File: src/rtl/gshare_pkg.sv
package gshare_pkg;
  typedef struct packed {
    logic ctrWrite;
    logic ctrUp;
    logic histShift;
    logic histBit;
  } gshareStrobes_t;
endpackage

File: src/rtl/gshare_ctrl.sv
module gshare_ctrl
  import gshare_pkg::*;
(
  input  logic           updValid,
  input  logic           updTaken,
  output gshareStrobes_t strobes
);
  always_comb begin
    strobes           = '0;
    strobes.ctrWrite  = updValid;
    strobes.ctrUp     = updValid & updTaken;
    strobes.histShift = updValid;
    strobes.histBit   = updTaken;
  end
endmodule

File: src/rtl/gshare_datapath.sv
module gshare_datapath
  import gshare_pkg::*;
#(
  parameter int HIST_BITS = 8,
  parameter int PC_W      = 32
) (
  input  logic                 clk,
  input  logic                 rstN,
  input  logic [PC_W-1:0]      lookupPc,
  input  gshareStrobes_t       strobes,
  input  logic [HIST_BITS-1:0] updIdx,
  output logic                 predTaken,
  output logic [HIST_BITS-1:0] predIdx,
  output logic [1:0]           updCtrNow
);
  localparam int DEPTH  = 1 << HIST_BITS;
  localparam int IDX_HI = HIST_BITS + 1;

  logic [HIST_BITS-1:0]    histQ;
  logic [DEPTH-1:0][1:0]   ctrAll;
  logic [1:0]              ctrNext;
  logic                    unusedPcBits;

  // word-aligned instructions: the two lowest PC bits carry no information
  assign unusedPcBits = ^{lookupPc[PC_W-1:IDX_HI+1], lookupPc[1:0]};

  assign predIdx   = lookupPc[IDX_HI:2] ^ histQ;
  assign predTaken = ctrAll[predIdx][1];
  assign updCtrNow = ctrAll[updIdx];

  always_comb begin
    if (strobes.ctrUp)
      ctrNext = (updCtrNow == 2'b11) ? 2'b11 : updCtrNow + 2'd1;
    else
      ctrNext = (updCtrNow == 2'b00) ? 2'b00 : updCtrNow - 2'd1;
  end

  always_ff @(posedge clk or negedge rstN) begin
    if (!rstN)
      histQ <= '0;
    else if (strobes.histShift)
      histQ <= {histQ[HIST_BITS-2:0], strobes.histBit};
  end

  for (genvar e = 0; e < DEPTH; e++) begin : g_entry
    localparam logic [1:0] INIT = (e % 2 == 1) ? 2'b10 : 2'b01;
    logic [1:0] ctrQ;
    always_ff @(posedge clk or negedge rstN) begin
      if (!rstN)
        ctrQ <= INIT;
      else if (strobes.ctrWrite && (updIdx == HIST_BITS'(e)))
        ctrQ <= ctrNext;
    end
    assign ctrAll[e] = ctrQ;
  end
endmodule

File: src/rtl/gshare_predictor.sv
module gshare_predictor
  import gshare_pkg::*;
#(
  parameter int HIST_BITS = 8,
  parameter int PC_W      = 32
) (
  input  logic                 clk,
  input  logic                 rstN,
  input  logic [PC_W-1:0]      lookupPc,
  output logic                 predTaken,
  output logic [HIST_BITS-1:0] predIdx,
  input  logic                 updValid,
  input  logic                 updTaken,
  input  logic [HIST_BITS-1:0] updIdx
);
  gshareStrobes_t strobes;
  logic [1:0]     updCtrNow;

  gshare_ctrl ctrl_i (
    .updValid (updValid),
    .updTaken (updTaken),
    .strobes  (strobes)
  );

  gshare_datapath #(.HIST_BITS(HIST_BITS), .PC_W(PC_W)) dp_i (
    .clk       (clk),
    .rstN      (rstN),
    .lookupPc  (lookupPc),
    .strobes   (strobes),
    .updIdx    (updIdx),
    .predTaken (predTaken),
    .predIdx   (predIdx),
    .updCtrNow (updCtrNow)
  );
endmodule

File: config.mk
export PLATFORM = sky130hd
export DESIGN_NAME = gshare_predictor
export DESIGN_NICKNAME = d
export VERILOG_FILES = /design/src/rtl/gshare_pkg.sv /design/src/rtl/gshare_ctrl.sv /design/src/rtl/gshare_datapath.sv /design/src/rtl/gshare_predictor.sv
export SDC_FILE = /design/constraint.sdc
export NUM_CORES = 1
export LEC_CHECK = 0
export CORE_MARGIN = 10
export CORE_UTILIZATION = 45
export CTS_BUF_LIST = sky130_fd_sc_hd__clkbuf_16
export DETAILED_ROUTE_END_ITERATION = 16
export PLACE_DENSITY = 0.75
export SYNTH_ARGS = -nofsm -noshare
export SYNTH_HDL_FRONTEND = slang
export SYNTH_SLANG_ARGS = --single-unit
File: constraint.sdc
create_clock -name clk -period 6.19 [get_ports clk]
set_clock_uncertainty 0.2 [all_clocks]
set_input_delay 1.5475 -clock clk [delete_from_list [all_inputs] [get_ports clk]]
set_output_delay 1.5475 -clock clk [all_outputs]
set_load 0.01 [all_outputs]
# Word level (Yosys, flattened, before mapping)
# Cells that the tools add are included.
[totals]
elab_cells = 784
romBits = 0
mem_bits_rw = 0
latch_bits = 0
inputBits = 44
ff_bits = 520
output_inout_bits = 9
mem_count = 0
[classes]
n_mul = 0
eq_ne = 256
mux = 7
shifts = 0
reduce_logical = 258
n_addsub = 2
n_lt_le_gt_ge = 2
n_bitwise = 2
div = 0
[ops]
columns = ["operator", "count"]
rows = [
  ["$eq 8x8->1 const B", 128],
  ["$eq 8x7->1 const B", 64],
  ["$eq 8x6->1 const B", 32],
  ["$logic_and 1x1->1", 256],
  ["$eq 8x5->1 const B", 16],
  ["$eq 8x4->1 const B", 8],
  ["$bmux 2 s8", 2],
  ["$eq 8x3->1 const B", 4],
  ["$lt 8x9->1 const B", 2],
  ["$eq 8x2->1 const B", 2],
  ["$mux 2", 5],
  ["$eq 8x1->1 const B", 1],
  ["$logic_not 8->1", 1],
  ["$xor 8x8->8", 1],
  ["$add 2x1->2 const B", 1],
  ["$eq 2x2->1 const B", 1],
  ["$logic_not 2->1", 1],
  ["$sub 2x1->2 const B", 1],
  ["$and 1x1->1", 1],
]

# Depth between registers and ports, before layout
# Gate-level depths: netlist of run 1.
[depth]
depth_word = 5
depth_mapped = 15

# Cells and area by module
# A second synthesis of run 1 with hierarchy kept.
[unflattened]
hier_cells = 2598
area_unflattened_um2 = 28730.1
[by_module_without_submodules]
columns = ["mod", "cells_per_inst", "seq_area_each_um2", "area_per_inst_um2", "instances"]
rows = [
  ["gshare_datapath", 2594, 13332.8, 28701.3, 1],
  ["gshare_ctrl", 4, 0.0, 28.8, 1],
]

# Worst setup path before layout of run 1
# No wires, ideal clock.
[synth_path]
path_kind = "input -> output"
startpoint = "input port lookupPc[2]"
endpoint = "output port predTaken"
setup_slack_ns = 0.009
stages = 8
arrival_time_ns = 4.434
path_cell_list = "xor2_1 buf_1 buf_1 mux4_2 mux4_2 a22oi_1 nand2_1 mux4_2"
[synth_between]
elab_chain_len = 3
[synth_lines]
columns = ["element", "line_no", "rtl"]
rows = [
  ["start, declared", "gshare_predictor.sv:9", "input logic [PC_W-1:0] lookupPc,"],
  ["$xor 8x8->8", "gshare_datapath.sv:27", "assign predIdx = lookupPc[IDX_HI:2] ^ histQ;"],
  ["$bmux 2 s8", "gshare_datapath.sv:28", "assign predTaken = ctrAll[predIdx][1];"],
  ["$mux 2 (not written as such)", "gshare_datapath.sv:28", ""],
  ["end, declared", "gshare_predictor.sv:10", "output logic predTaken,"],
]
# No other way between the ends. The select of a mux whose other input is x is not followed.

# Worst setup path in the final report of run 1
# Same ends and word-level chain as after synthesis.

==> impl_results.md, run 1 <==
* Hold Fails Final Rpt at 0
* Power Total at 7.889 mW
* Post-synth ARST share at 100.0%
* Number of global-route vias before repair at 21031
* Clock slew at reported path FFs at 0.06 ns
* Predominant post-synthesis flop cell: dfrtp_1
* Routability-driven placement congestion ratio at 0.9710
* Routed via count at 20680
* Switching Fraction at 27.89%
* Number of synthesized flops with an enable pin at 0
* TritonCTS Buffers at 52
* Post-Place Cells at 3217
* Die height at 260.4 um
* CP Buf/Inv Count at 5
* Yosys warns at 0
* Post-DP HPWL at 53750 um
* First-pass GRT wire length at 125900 um
* Setup TNS at 0 ns
* Die Footprint at 67830 um2
* LEAKAGE at 11.34 nW
* Crit Path Max Fanout at 7
* Register area share after synthesis at 51.25%
* Synthesized flop and latch total at 520
* Critical Path Start: lookupPc[2]
* DRT antenna net count at 0
* Initial Util at 45.26%
* Drt initial violations at 2107
* Max-cap violations at 0
* Antenna violations before repair at 2
* CP startpoint kind: input pin
* Arr. time, crit path at 4.44 ns
* Multi-input logic area at 11940 um2
* Met3 WL at 10530 um
* Via density per instance at 6.218
* P_int at 5.689 mW
* Synth top area share at 25.86%
* Critical-path cell list: buf_2 > xor2_4 > buf_12 > buf_12 > buf_12 > mux4_2 > mux4_2 > a22oi_2 > nand2_1 > mux4_2 > buf_6
* Critical path type: in2out
* FF/Latch Area at 13330 um2
* Clk Latency, worst-skew pair at 0.62 ns
* CTS tree: done
* Met2 routed WL at 36070 um
* Netlist Area Pre-Place at 26010 um2
* Cell family with most CP delay: multiplexers
* Combinational Power Share at 16.0%
* Crit-path max cell delay at 0.55 ns
* Clock root buffer: clkbuf_16
* Critical Path Slowest Stage Cell: mux4_2
* Status: completed
* Num rows at 88
* CORE AREA at 57480 um2
* Slew margin rel. at 21.48%
* CTS sink cnt at 520
* Syn avg cell area at 10.58 um2
* Critical Path Sink Type: output pin
* Fill count at 4858
* Yosys cell types at 52
* Cell taking the most area after synthesis: dfstp_2
* Final setup violation count at 0
* DIE WIDTH at 260.4 um
* DRC at 0
* Worst-margin pin slew at 1.173 ns
* Min Tclk post-route at 6.186 ns
* WL final at 81070 um
* Worst vdd ir at 0.2245 mV
* Layout Cells excl Fill at 3326
* FF-to-FF Start: dp_i.g_entry[154].ctrQ[0]$_DFFE_PN1P_
* Hold path startpoint: dp_i.g_entry[52].ctrQ[0]$_DFFE_PN1P_
* IO Port Bufs at 28
* P per Cell Area at 266.2 nW/um2
* Layout cells sized above 1 at 26.84%
* Clock Power Share at 37.0%
* Clock Path Buffers at 3
* Net Sw Power at 2.200 mW
* Top cells by area, synth: dfstp_2 (26%), dfrtp_1 (25%), mux4_2 (16%), nand2_1 (11%), o21ai_0 (5.3%)
* Period utilization at 99.94%
* Syn Inst Count at 2459
* RSZ-0062 raised after global routing: false
* I/O pin count at 53
* Synthesis-to-layout area growth at 13.92%
* Max Slew Vio Count at 0
* Largest net degree at the start of global routing at 153
* Layout Nets at 2562
* M1 WL at 29530 um
* DR top layer: met5
* GRT Resource Usage Total at 24.08%
* Seq pwr share at 47.0%
* Wire per inst at 24.37 um
* Total grt overflow at 0
* First-pass detailed-route iteration total at 5
* # hold bufs at CTS at 0
* Synthesized net count at 2503
* FMAX at 161.6 MHz
* Hold WC Path Type: reg2reg
* H-tree depth at 2
* WP data required at 4.44 ns
## placed cells by master, fill, tap and decap left out, drive strengths merged, types with 21 or more instances in the layout
cell and count:
mux2i 54, nand2 793, inv 27, dfrtp 264, clkinv 22, nor2 35
o21ai 521, a22oi 28, dfstp 256, clkdlybuf4s50 21, mux4 188, clkbuf 54
buf 139
## cell type report
type | instances | share of cell area, %
clock inverter | 43 | 0.6882
inverter | 9 | 0.1140
clock buffer | 53 | 4.475
timing repair buffer | 164 | 6.194
sequential | 520 | 44.99
multi-input combinational | 1771 | 40.30
tap | 765 | 3.230
antenna | 1 | 0.008444
## path summary, 6_finish.rpt
check,end,slack [ns],cells past startpoint
worst max-delay path,predTaken,0.004,11
worst min-delay path,dp_i.g_entry[52].ctrQ[0]$_DFFE_PN1P_,0.26,2
worst max register to register,dp_i.g_entry[203].ctrQ[0]$_DFFE_PN0P_,2.64,10
worst min register to register,dp_i.g_entry[52].ctrQ[0]$_DFFE_PN1P_,0.26,2
max in group asynchronous,dp_i.g_entry[175].ctrQ[0]$_DFFE_PN0P_,3.67,2
min in group asynchronous,dp_i.g_entry[109].ctrQ[0]$_DFFE_PN0P_,0.76,1
## layer usage
metal	global-route usage (%)	up-vias
li1	-	8915
met2	36.15	1298
met1	30.19	10121
met3	8.201	344
met4	13.50	2
met5	0	-
## synthesized netlist by cell type, drive strengths merged (11+ instances only)
cell / number
mux2: 14
dfstp: 256
mux4: 188
nand2: 793
a221oi: 11
buf: 72
nor3: 17
nor2: 35
o21ai: 521
a22oi: 28
dfrtp: 264
nand3: 18
clkbuf: 87
mux2i: 54
## kinds of logic (layout without fill, tap and decap cells)
family / after synthesis / in the layout / synth area share, %
multiplexers: 256 / 256 / 18.96
flip-flops: 520 / 520 / 51.25
AND/OR/NAND/NOR: 905 / 905 / 13.66
buffers and inverters: 168 / 269 / 3.391
AO/OA/AOI/OAI: 600 / 600 / 12.38
other: 0 / 1 / 0
XOR/XNOR: 8 / 8 / 0.2694
adder cells (fa/ha/maj): 2 / 2 / 0.08657
## power groups by stage
stage	sequential, mW	clock [mW]	combinational [mW]
6_report	3.71	2.92	1.26
5_1_grt	3.72	3.09	1.33
4_1_cts	3.71	2.93	1.24
3_5_place_dp	3.76	0	1.15
3_3_place_gp	3.75	0	1.12
2_1_floorplan	3.71	0	0.670
## worst register-to-register path, delay by kind of cell, from the launching register on
kind / cells / cell delay (ns)
multiplexers: 1 / 0.53
flip-flops: 1 / 0.36
buffers and inverters: 2 / 0.35
AO/OA/AOI/OAI: 5 / 1.40
AND/OR/NAND/NOR: 1 / 0.20
adder cells (fa/ha/maj): 1 / 0.42
## sequential cells by signal, indices dropped and copies added (netlist names)
name and cells:
dp_i.histQ 8, dp_i.g_entry.ctrQ 512
## metrics by stage
step / area, um2 / setup slack (ns) / hold WS (ns) / util (%)
2_1_floorplan: 26010 / 0.008626 / 0.2418 / -
3_3_place_gp: 27810 / -0.6361 / 0.2474 / 48.38
3_5_place_dp: 27810 / -0.6244 / 0.2534 / 48.38
4_1_cts: 29670 / 0.05352 / 0.2630 / 51.62
5_1_grt: 29630 / 0.002416 / 0.2718 / 51.56
6_report: 29640 / 0.003763 / 0.2612 / 51.56
## repair_timing
item,in CTS,in global routing
gates cloned,5,0
setup endpoints to repair,1,1
resized for setup,23,5
buffers inserted,9,0
endpoints found under the hold margin,0,0
pin swaps,6,5
No activity file was read; power rests on OpenSTA's default activity.
==> inputs of run 2 (changes only) <==
--- a/config.mk
+++ b/config.mk
@@ -10,6 +10,7 @@
 export CTS_BUF_LIST = sky130_fd_sc_hd__clkbuf_16
 export DETAILED_ROUTE_END_ITERATION = 16
 export PLACE_DENSITY = 0.75
+export SKIP_CTS_REPAIR_TIMING = 1
 export SYNTH_ARGS = -nofsm -noshare
 export SYNTH_HDL_FRONTEND = slang
 export SYNTH_SLANG_ARGS = --single-unit
==> impl_results.md, run 2 (synthesis results as in run 1) <==
* Routed via count at 20576 (-0.50%)
* Largest net degree at the start of global routing at 153 (unchanged)
* Worst vdd ir at 0.2139 mV (-4.7%)
* Hold path startpoint: dp_i.g_entry[126].ctrQ[0]$_DFFE_PN1P_
* Total grt overflow at 0 (unchanged)
* Largest regs: dp_i.g_entry.ctrQ x512, dp_i.histQ x8
* Final setup violation count at 0 (unchanged)
* Critical path type: in2out
* Post-Place Cells at 3217 (unchanged)
* Multi-input logic area at 11910 um2 (-0.29%)
* FF/Latch Area at 13330 um2 (unchanged)
* FF-to-FF Start: dp_i.g_entry[39].ctrQ[0]$_DFFE_PN0P_
* DIE WIDTH at 260.4 um (unchanged)
* RSZ-0062 raised after global routing: false
* Status: completed
* Num rows at 88 (unchanged)
* Setup TNS at 0 ns (unchanged)
* Critical Path Sink Type: output pin
* Die Footprint at 67830 um2 (unchanged)
* Antenna violations before repair at 2 (unchanged)
* DRC at 0 (unchanged)
* FMAX at 163.3 MHz (+1.0%)
* Worst-margin pin slew at 1.142 ns (-0.03164 ns)
* Period utilization at 98.95% (-0.99 points)
* Die height at 260.4 um (unchanged)
* Drt initial violations at 2175 (+3.2%)
* CORE AREA at 57480 um2 (unchanged)
* Min Tclk post-route at 6.125 ns (-0.06140 ns)
* TritonCTS Buffers at 52 (unchanged)
* Clock Path Buffers at 3 (unchanged)
* Max FFs per register at 512 (unchanged)
* Wire per inst at 24.21 um (-0.68%)
* Crit Path Max Fanout at 16 (+9)
* Clock slew at reported path FFs at 0.06 ns (about the same)
* LEAKAGE at 11.27 nW (-0.57%)
* WL final at 80370 um (-0.85%)
* Layout Cells excl Fill at 3320 (-0.18%)
* CTS sink cnt at 520 (unchanged)
* First-pass detailed-route iteration total at 5 (unchanged)
* Initial Util at 45.26% (unchanged)
* Arr. time, crit path at 4.38 ns (-0.06 ns)
* Via density per instance at 6.198 (-0.32%)
* Synthesis-to-layout area growth at 13.27%
* CTS tree: done
* WP data required at 4.44 ns (about the same)
* Critical Path Start: lookupPc[2]
* GRT Resource Usage Total at 23.71% (-0.37 points)
* Hold WC Path Type: reg2reg
* Hold Fails Final Rpt at 0 (unchanged)
* Clock root buffer: clkbuf_16
* P per Cell Area at 265.6 nW/um2 (-0.20%)
* Max Slew Vio Count at 0 (unchanged)
* Layout Nets at 2556 (-0.23%)
* Max-cap violations at 0 (unchanged)
* Number of global-route vias before repair at 20842 (-0.90%)
* First-pass GRT wire length at 124300 um (-1.2%)
* Fill count at 4893 (+0.72%)
* Layout cells sized above 1 at 26.39% (-0.45 points)
* DRT antenna net count at 0 (unchanged)
* Routability-driven placement congestion ratio at 0.9710 (unchanged)
* CP startpoint kind: input pin
* Clk Latency, worst-skew pair at 0.62 ns (about the same)
* IO Port Bufs at 28 (unchanged)
* Slew margin rel. at 23.60% (+2.1 points)
* Largest Register: dp_i.g_entry.ctrQ
* Most frequent cells in the layout: nand2_1 (793), o21ai_0 (277), dfrtp_1 (264), dfstp_2 (256), o21ai_1 (244)
* H-tree depth at 2 (unchanged)
* Most common cell after layout, fill and taps aside: nand2_1
* I/O pin count at 53 (unchanged)
* Post-DP HPWL at 53750 um (unchanged)
-- run 2: cell count changes in the layout (fill, tap and decap cells not counted), moves of 2 or more --
cell       delta
a22oi_2       -7
clkbuf_2      +2
buf_12        -3
buf_16        -2
bufbuf_16     -2
a22oi_1       +7
buf_6         -4
clkbuf_16     +3
-- run 2: final timing paths --
check | end | slack (ns) | depth (start not counted)
worst max-delay path | predTaken | 0.07 | 10
worst min-delay path | dp_i.g_entry[126].ctrQ[0]$_DFFE_PN1P_ | 0.26 | 2
worst max register to register | dp_i.g_entry[203].ctrQ[0]$_DFFE_PN0P_ | 2.61 | 10
worst min register to register | dp_i.g_entry[126].ctrQ[0]$_DFFE_PN1P_ | 0.26 | 2
max in group asynchronous | dp_i.g_entry[165].ctrQ[0]$_DFFE_PN0P_ | 3.69 | 2
min in group asynchronous | dp_i.g_entry[111].ctrQ[0]$_DFFE_PN0P_ | 0.76 | 1
-- run 2: per-layer routing --
metal	share of wire, %	vias up	GRT usage [%]
li1	-	8932	-
met1	37	10100	29.89
met2	45	1243	36.06
met3	13	297	7.833
met4	5.2	4	12.26
met5	0.030	-	0
-- run 2: stage by stage --
| stage | hold WS, ns | worst slack (ns) | power [mW] | area [um2] | utilization, % |
|---|---|---|---|---|---|
| floorplan | 0.2418 | 0.008626 | 4.378 | 26010 | - |
| CTS | 0.2630 | -0.6305 | 7.793 | 29340 | 51.04 |
| global placement | 0.2474 | -0.6361 | 4.869 | 27810 | 48.38 |
| global route | 0.2718 | 0.01648 | 8.096 | 29460 | 51.26 |
| finish | 0.2616 | 0.06517 | 7.828 | 29470 | 51.27 |
| detailed placement | 0.2534 | -0.6244 | 4.909 | 27810 | 48.38 |
-- run 2: cell type report --
cell class	instances	share of cell area [%]
sequential	520	45.25
clock inverter	43	0.6921
timing repair buffer	158	5.775
antenna	1	0.008492
inverter	9	0.1146
multi-input combinational	1771	40.41
tap	765	3.248
clock buffer	53	4.501
-- run 2: critical path, cell delays in order --
cell and delay, ns:
clkbuf_2 0.13, xor2_4 0.22, buf_12 0.22, buf_12 0.20, mux4_2 0.52, mux4_2 0.56
a22oi_1 0.17, nand2_1 0.08, mux4_2 0.54, clkbuf_2 0.16
-- run 2: power by group --
group	internal (mW)	switching, mW	total, mW
Clock	1.58	1.33	2.91
Sequential	3.59	0.115	3.71
Combinational	0.485	0.726	1.21
